[config.mk]
export PLATFORM = sky130hd
export DESIGN_NAME = file_acc_router
export DESIGN_NICKNAME = d
export VERILOG_FILES = /design/src/rtl/file_acc_pkg.sv /design/src/rtl/acc_file_sel.sv /design/src/rtl/acc_reg_decode.sv /design/src/rtl/acc_rsp_reg.sv /design/src/rtl/file_acc_router.sv
export SDC_FILE = /design/constraint.sdc
export NUM_CORES = 1
export LEC_CHECK = 0
export BUFFER_PORTS_ARGS = -buffer_cell sky130_fd_sc_hd__buf_2
export CORE_AREA = 3 3 161 163
export CTS_BUF_LIST = sky130_fd_sc_hd__clkbuf_16
export DETAILED_ROUTE_END_ITERATION = 6
export DIE_AREA = 0 0 164 166
export PLACE_DENSITY = 0.54
export SLEW_MARGIN = 5
export SYNTH_ARGS = -nofsm -noshare
export SYNTH_HDL_FRONTEND = slang
export SYNTH_SLANG_ARGS = --single-unit
[constraint.sdc]
create_clock -name clk_i -period 1.5 [get_ports clk_i]
set_input_delay 0.15 -clock clk_i [delete_from_list [all_inputs] [get_ports clk_i]]
set_output_delay 0.15 -clock clk_i [all_outputs]
set_load 0.01 [all_outputs]
[src/rtl/file_acc_pkg.sv]
package file_acc_pkg;
  localparam int SEL_W = 8;

  typedef enum logic [2:0] {
    K_DELIV  = 3'd0,
    K_THRESH = 3'd1,
    K_TOP    = 3'd2,
    K_PEND   = 3'd3,
    K_ENAB   = 3'd4
  } reg_kind_e;

  localparam logic [1:0] PRIV_S = 2'd1;
  localparam logic [1:0] PRIV_M = 2'd3;

  localparam logic [SEL_W-1:0] SEL_DELIV  = 8'h70;
  localparam logic [SEL_W-1:0] SEL_THRESH = 8'h72;
  localparam logic [SEL_W-1:0] SEL_TOP    = 8'h76;
endpackage

[src/rtl/acc_file_sel.sv]
module acc_file_sel #(
  parameter bit MMODE     = 1'b0,
  parameter int NUM_FILES = 8,
  parameter int GUEST_W   = 6,
  parameter int FILE_W    = 3
) (
  input  logic [1:0]         priv_i,
  input  logic               virt_i,
  input  logic [GUEST_W-1:0] guest_i,
  output logic               ok_o,
  output logic [FILE_W-1:0]  file_o
);
  import file_acc_pkg::*;

  localparam logic [GUEST_W:0] FILES_LIM = NUM_FILES[GUEST_W:0];

  always_comb begin
    ok_o   = 1'b0;
    file_o = '0;
    if (MMODE) begin
      ok_o = (priv_i == PRIV_M) && !virt_i;
    end else if (priv_i == PRIV_S) begin
      if (!virt_i) begin
        ok_o = 1'b1;
      end else if ((guest_i != '0) && ({1'b0, guest_i} < FILES_LIM)) begin
        ok_o   = 1'b1;
        file_o = guest_i[FILE_W-1:0];
      end
    end
  end
endmodule

[src/rtl/acc_reg_decode.sv]
module acc_reg_decode #(
  parameter int NUM_IDS = 256,
  parameter int DW      = 64,
  parameter int ID_W    = 9,
  parameter int WORD_W  = 3
) (
  input  logic [file_acc_pkg::SEL_W-1:0] sel_i,
  input  logic                           wide_i,
  input  logic [DW-1:0]                  wmask_i,
  output logic                           ok_o,
  output file_acc_pkg::reg_kind_e        kind_o,
  output logic [WORD_W-1:0]              word_o,
  output logic [DW-1:0]                  wmask_o
);
  import file_acc_pkg::*;

  localparam int HALF = DW / 2;
  localparam logic [6:0] W32_LIM = 7'(NUM_IDS / 32);
  localparam logic [6:0] W64_LIM = 7'(NUM_IDS / 64);
  localparam logic [DW-1:0] DELIV_KEEP = {{(DW-1){1'b0}}, 1'b1};
  localparam logic [DW-1:0] THR_KEEP   = {{(DW-ID_W){1'b0}}, {ID_W{1'b1}}};

  logic [DW-1:0] narrow_mask;
  logic [5:0]    w32;
  logic [5:0]    idx;

  assign narrow_mask = wide_i ? wmask_i : {{(DW-HALF){1'b0}}, wmask_i[HALF-1:0]};
  assign w32         = sel_i[5:0];

  always_comb begin
    ok_o    = 1'b0;
    kind_o  = K_DELIV;
    idx     = '0;
    wmask_o = narrow_mask;
    if (sel_i == SEL_DELIV) begin
      ok_o    = 1'b1;
      wmask_o = narrow_mask & DELIV_KEEP;
    end else if (sel_i == SEL_THRESH) begin
      ok_o    = 1'b1;
      kind_o  = K_THRESH;
      wmask_o = narrow_mask & THR_KEEP;
    end else if (sel_i == SEL_TOP) begin
      ok_o   = 1'b1;
      kind_o = K_TOP;
    end else if (sel_i[7]) begin
      kind_o = sel_i[6] ? K_ENAB : K_PEND;
      if (wide_i) begin
        idx  = {1'b0, w32[5:1]};
        ok_o = !w32[0] && ({1'b0, idx} < W64_LIM);
      end else begin
        idx  = w32;
        ok_o = {1'b0, idx} < W32_LIM;
      end
      if (idx == '0) wmask_o[0] = 1'b0;  // identity 0 is not writable
    end
  end

  assign word_o = idx[WORD_W-1:0];
endmodule

[src/rtl/acc_rsp_reg.sv]
module acc_rsp_reg #(
  parameter int DW = 64
) (
  input  logic          clk_i,
  input  logic          rst_ni,
  input  logic          valid_i,
  input  logic          err_i,
  input  logic          wide_i,
  input  logic [DW-1:0] rdata_i,
  output logic          valid_o,
  output logic          err_o,
  output logic [DW-1:0] rdata_o
);
  localparam int HALF = DW / 2;

  logic [DW-1:0] rdata_d;

  always_comb begin
    if (err_i)       rdata_d = '0;
    else if (wide_i) rdata_d = rdata_i;
    else             rdata_d = {{(DW-HALF){1'b0}}, rdata_i[HALF-1:0]};
  end

  always_ff @(posedge clk_i or negedge rst_ni) begin
    if (!rst_ni) begin
      valid_o <= 1'b0;
      err_o   <= 1'b0;
      rdata_o <= '0;
    end else begin
      valid_o <= valid_i;
      err_o   <= valid_i && err_i;
      rdata_o <= valid_i ? rdata_d : '0;
    end
  end
endmodule

[src/rtl/file_acc_router.sv]
module file_acc_router #(
  parameter bit MMODE     = 1'b0,
  parameter int NUM_FILES = 8,
  parameter int GUEST_W   = 6,
  parameter int NUM_IDS   = 256,
  parameter int DW        = 64,
  localparam int FILE_W   = (NUM_FILES > 1) ? $clog2(NUM_FILES) : 1,
  localparam int WORD_W   = $clog2(NUM_IDS / 32),
  localparam int ID_W     = $clog2(NUM_IDS + 1)
) (
  input  logic                           clk_i,
  input  logic                           rst_ni,
  input  logic                           req_valid_i,
  input  logic [1:0]                     req_priv_i,
  input  logic                           req_virt_i,
  input  logic [GUEST_W-1:0]             req_guest_i,
  input  logic [file_acc_pkg::SEL_W-1:0] req_sel_i,
  input  logic                           req_wide_i,
  input  logic [DW-1:0]                  req_wdata_i,
  input  logic [DW-1:0]                  req_wmask_i,
  output logic                           fwd_valid_o,
  output logic [FILE_W-1:0]              fwd_file_o,
  output file_acc_pkg::reg_kind_e        fwd_kind_o,
  output logic [WORD_W-1:0]              fwd_word_o,
  output logic [DW-1:0]                  fwd_wdata_o,
  output logic [DW-1:0]                  fwd_wmask_o,
  input  logic [DW-1:0]                  fwd_rdata_i,
  output logic                           rsp_valid_o,
  output logic                           rsp_err_o,
  output logic [DW-1:0]                  rsp_rdata_o
);
  logic file_ok;
  logic reg_ok;
  logic legal;

  acc_file_sel #(
    .MMODE    (MMODE),
    .NUM_FILES(NUM_FILES),
    .GUEST_W  (GUEST_W),
    .FILE_W   (FILE_W)
  ) u_file_sel (
    .priv_i (req_priv_i),
    .virt_i (req_virt_i),
    .guest_i(req_guest_i),
    .ok_o   (file_ok),
    .file_o (fwd_file_o)
  );

  acc_reg_decode #(
    .NUM_IDS(NUM_IDS),
    .DW     (DW),
    .ID_W   (ID_W),
    .WORD_W (WORD_W)
  ) u_reg_decode (
    .sel_i  (req_sel_i),
    .wide_i (req_wide_i),
    .wmask_i(req_wmask_i),
    .ok_o   (reg_ok),
    .kind_o (fwd_kind_o),
    .word_o (fwd_word_o),
    .wmask_o(fwd_wmask_o)
  );

  assign legal       = file_ok && reg_ok;
  assign fwd_valid_o = req_valid_i && legal;
  assign fwd_wdata_o = req_wdata_i;

  acc_rsp_reg #(
    .DW(DW)
  ) u_rsp (
    .clk_i  (clk_i),
    .rst_ni (rst_ni),
    .valid_i(req_valid_i),
    .err_i  (!legal),
    .wide_i (req_wide_i),
    .rdata_i(fwd_rdata_i),
    .valid_o(rsp_valid_o),
    .err_o  (rsp_err_o),
    .rdata_o(rsp_rdata_o)
  );
endmodule

==> metrics.md <==
| Metric | Value |
|---|---|
| Post-Syn Area | 3710 sq um |
| Pre-Repair DR Iteration Count | 4 |
| Synth top area cells | dfrtp_1, nor3b_2, buf_4, and2_1, and3_1 |
| Antenna Nets Post-Route | 0 |
| Dpl ws | -394 ps |
| Crit-path cells | buf_6 > o31a_1 > or4b_4 > nor2_4 > buf_6 |
| CTS Buffer Depth | 2 |
| Top cell type's share of synthesized area | 0.445 |
| Tmin final | 1560 ps |
| CP Buf/Inv Count | 2 |
| Multi-input gate area | 1590 sq um |
| Setup CP Type | in2out |
| Worst Hold Class | in2reg |
| Num CTS Buffers | 9 |
| Clock Power Share | 0.440 |
| First-pass GRT wire length | 24,300 um |
| Asr flop ratio synth | 1.00 |
| Final hold vios | 0 |
| Post-synth top area cell | dfrtp_1 |
| Fmax achieved | 0.641 GHz |
| Hpwl dp | 14,800 um |
| Via Count | 3,251 |
| Clk slew on worst S/H paths | 50 ps |
| Port bufs | 288 |
| Slew @ Worst Pin | 510 ps |
| WL per Instance | 19.6 um |
| P_leak | 0.00301 uW |
| Seq/Total Area, Yosys | 0.445 |
| Number of register bits inferred by synthesis | 66 |
| Post-synth cell types | 33 |
| Syn avg cell area | 11.6 sq um |
| CTS tree | yes |
| Most instantiated cells after synthesis | dfrtp_1, buf_4, nor3b_2 |
| Vias per inst | 3.62 |
| Number of standard cells in the final layout excluding fillers | 897 |
| Fillers | 2,660 |
| Yosys warnings | 0 |
| GP Congestion | 0.906 |
| DIE AREA | 27,200 sq um |
| Max-cap violations | 0 |
| Root buf cell | clkbuf_16 |
| Syn Inst Count | 321 |
| Relative slew margins | 0.655 |
| Sw power | 1100 uW |
| Crit end category | output port |
| Switching Fraction | 0.241 |
| Die Wd | 164 um |
| EDFF count, synth | 0 |
| CP peak stage delay | 580 ps |
| Starting density of the core | 0.152 |
| Proportion of layout cells with a drive suffix above 1 | 0.744 |
| Worst setup margin | -59.9 ps |
| Crit path DAT | 1410 ps |
| RSZ-0062 raised after global routing | yes |
| Post-route DRC | 0 |
| Pin count of the biggest net entering global routing | 67 |
| Failing checks | setup timing |
| IO Pins | 417 |
| Overall Global Routing Usage | 0.123 |
| Sequential Area | 1650 sq um |
| Logic pwr share | 0.166 |
| Max-slew violation count | 0 |
| Final wirelength | 17,600 um |
| Row count | 57 |
| Overflow after GRT | 0 |
| CTS Sinks | 66 |
| DRT iter0 DRCs | 177 |
| Syn Nets | 534 |
| Net count, final | 779 |
| Sequential share of power | 0.394 |
| Via count of the first global-routing pass | 3,417 |
| Htree depth | 3 |
| Die Y | 166 um |
| Most used cell, CP | buf_6 |
| Tcrit/Tclk final | 1.04 |
| Core ar. | 24,500 sq um |
| Max FO, Critical Path | 3 |
| Slowest CP cell | or4b_4 |
| Final setup vio count | 20 |
| Data required, critical path | 1350 ps |
| Initial antenna violation count | 3 |
| PD cells | 780 nW/um^2 |
| Ys flop type | dfrtp_1 |
| Most frequent cell after synthesis | dfrtp_1 |
| Cells after DPL | 876 |
| Area grow syn2layout | 56.8% |
| Peak VDD IR | 0.401 mV |
| Status | finished, violations left |
| CP delay by family, top | simple AND/OR/NAND/NOR gates |
| Internal power | 3440 uW |
| Startpoint class of the critical path | primary input |
[registers in the layout (all words and copies together), names as in the netlist]
| name | flops |
|---|---|
| u_rsp.err_o | 1 |
| u_rsp.rdata_o | 64 |
| u_rsp.valid_o | 1 |
[metal layers]
| metal | wire [um] | track usage |
|---|---|---|
| met2 | 8850 | 0.215 |
| met4 | 744 | 0.0577 |
| met1 | 6060 | 0.130 |
| met3 | 1910 | 0.0444 |
| met5 | 13 | 0 |
[area by class of cell]
cell class	instances	share of cell area
repair buffers	323	0.322
flip-flops and latches	66	0.284
multi-input cells	163	0.272
well taps	324	0.0696
clock buffers	9	0.0387
clock inverters	7	0.0107
inverters	3	0.00193
diodes	2	0.000860
[logic make-up after synthesis]
logic type | after synthesis | share of synthesized area
multiplexers | 2 | 0.00539
buffers and inverters | 92 | 0.176
AO/OA/AOI/OAI | 7 | 0.0142
flip-flops | 66 | 0.445
AND/OR/NAND/NOR | 154 | 0.359
[cells in the final DEF (no fill, tap or decap), types with 2 or more instances in the layout]
master      instances
and2_1             31
and2_4              4
and3_1             16
and3_4             16
buf_12              7
buf_2             281
buf_4              25
buf_6               7
clkbuf_16          10
clkinv_2            2
clkinvlp_4          2
dfrtp_1            66
diode_2             2
inv_1               5
mux2i_1             2
nand2_1             4
nand2b_1            2
nor2_1              3
nor3b_1             4
nor3b_2            58
nor4b_1             2
[timing repair]
action,CTS,global route
endpoints found under the setup margin,37,64
hold endpoints to repair,66,0
buffers inserted,2,1
pin swaps,1,2
cloned,0,1
gates resized for setup,10,36
hold buffers,1,0
[worst paths after layout]
kind | start | end | slack, ps | depth (start not counted)
min in group asynchronous | rst_ni | u_rsp.rdata_o[21] | 400 | 3
hold / removal | fwd_rdata_i[62] | u_rsp.rdata_o[62] | 70 | 3
max in group asynchronous | rst_ni | u_rsp.rdata_o[25] | 820 | 3
setup / recovery | req_guest_i[4] | fwd_valid_o | -60 | 5
[stage by stage]
stage / setup TNS, ps / total power (uW) / utilization / hold WS (ps) / cell area (sq um)
after floorplan: 0 / 2250 / - / -146 / 3720
after global placement: -20500 / 2540 / 0.216 / 201 / 5280
after detailed placement: -21410 / 2530 / 0.216 / 201 / 5280
after CTS: -1490 / 4600 / 0.231 / 58.3 / 5640
after global routing: -540 / 4770 / 0.238 / 56.1 / 5820
final: -374 / 4540 / 0.238 / 70.5 / 5820
[power groups by stage]
stage	registers [uW]	clock network (uW)	logic [uW]
final	1790	2000	754
after global routing	1790	2160	825
after CTS	1790	2080	728
after detailed placement	1820	0	710
after global placement	1820	0	716
after floorplan	1820	0	425
Power figures use the tool's default switching activity.
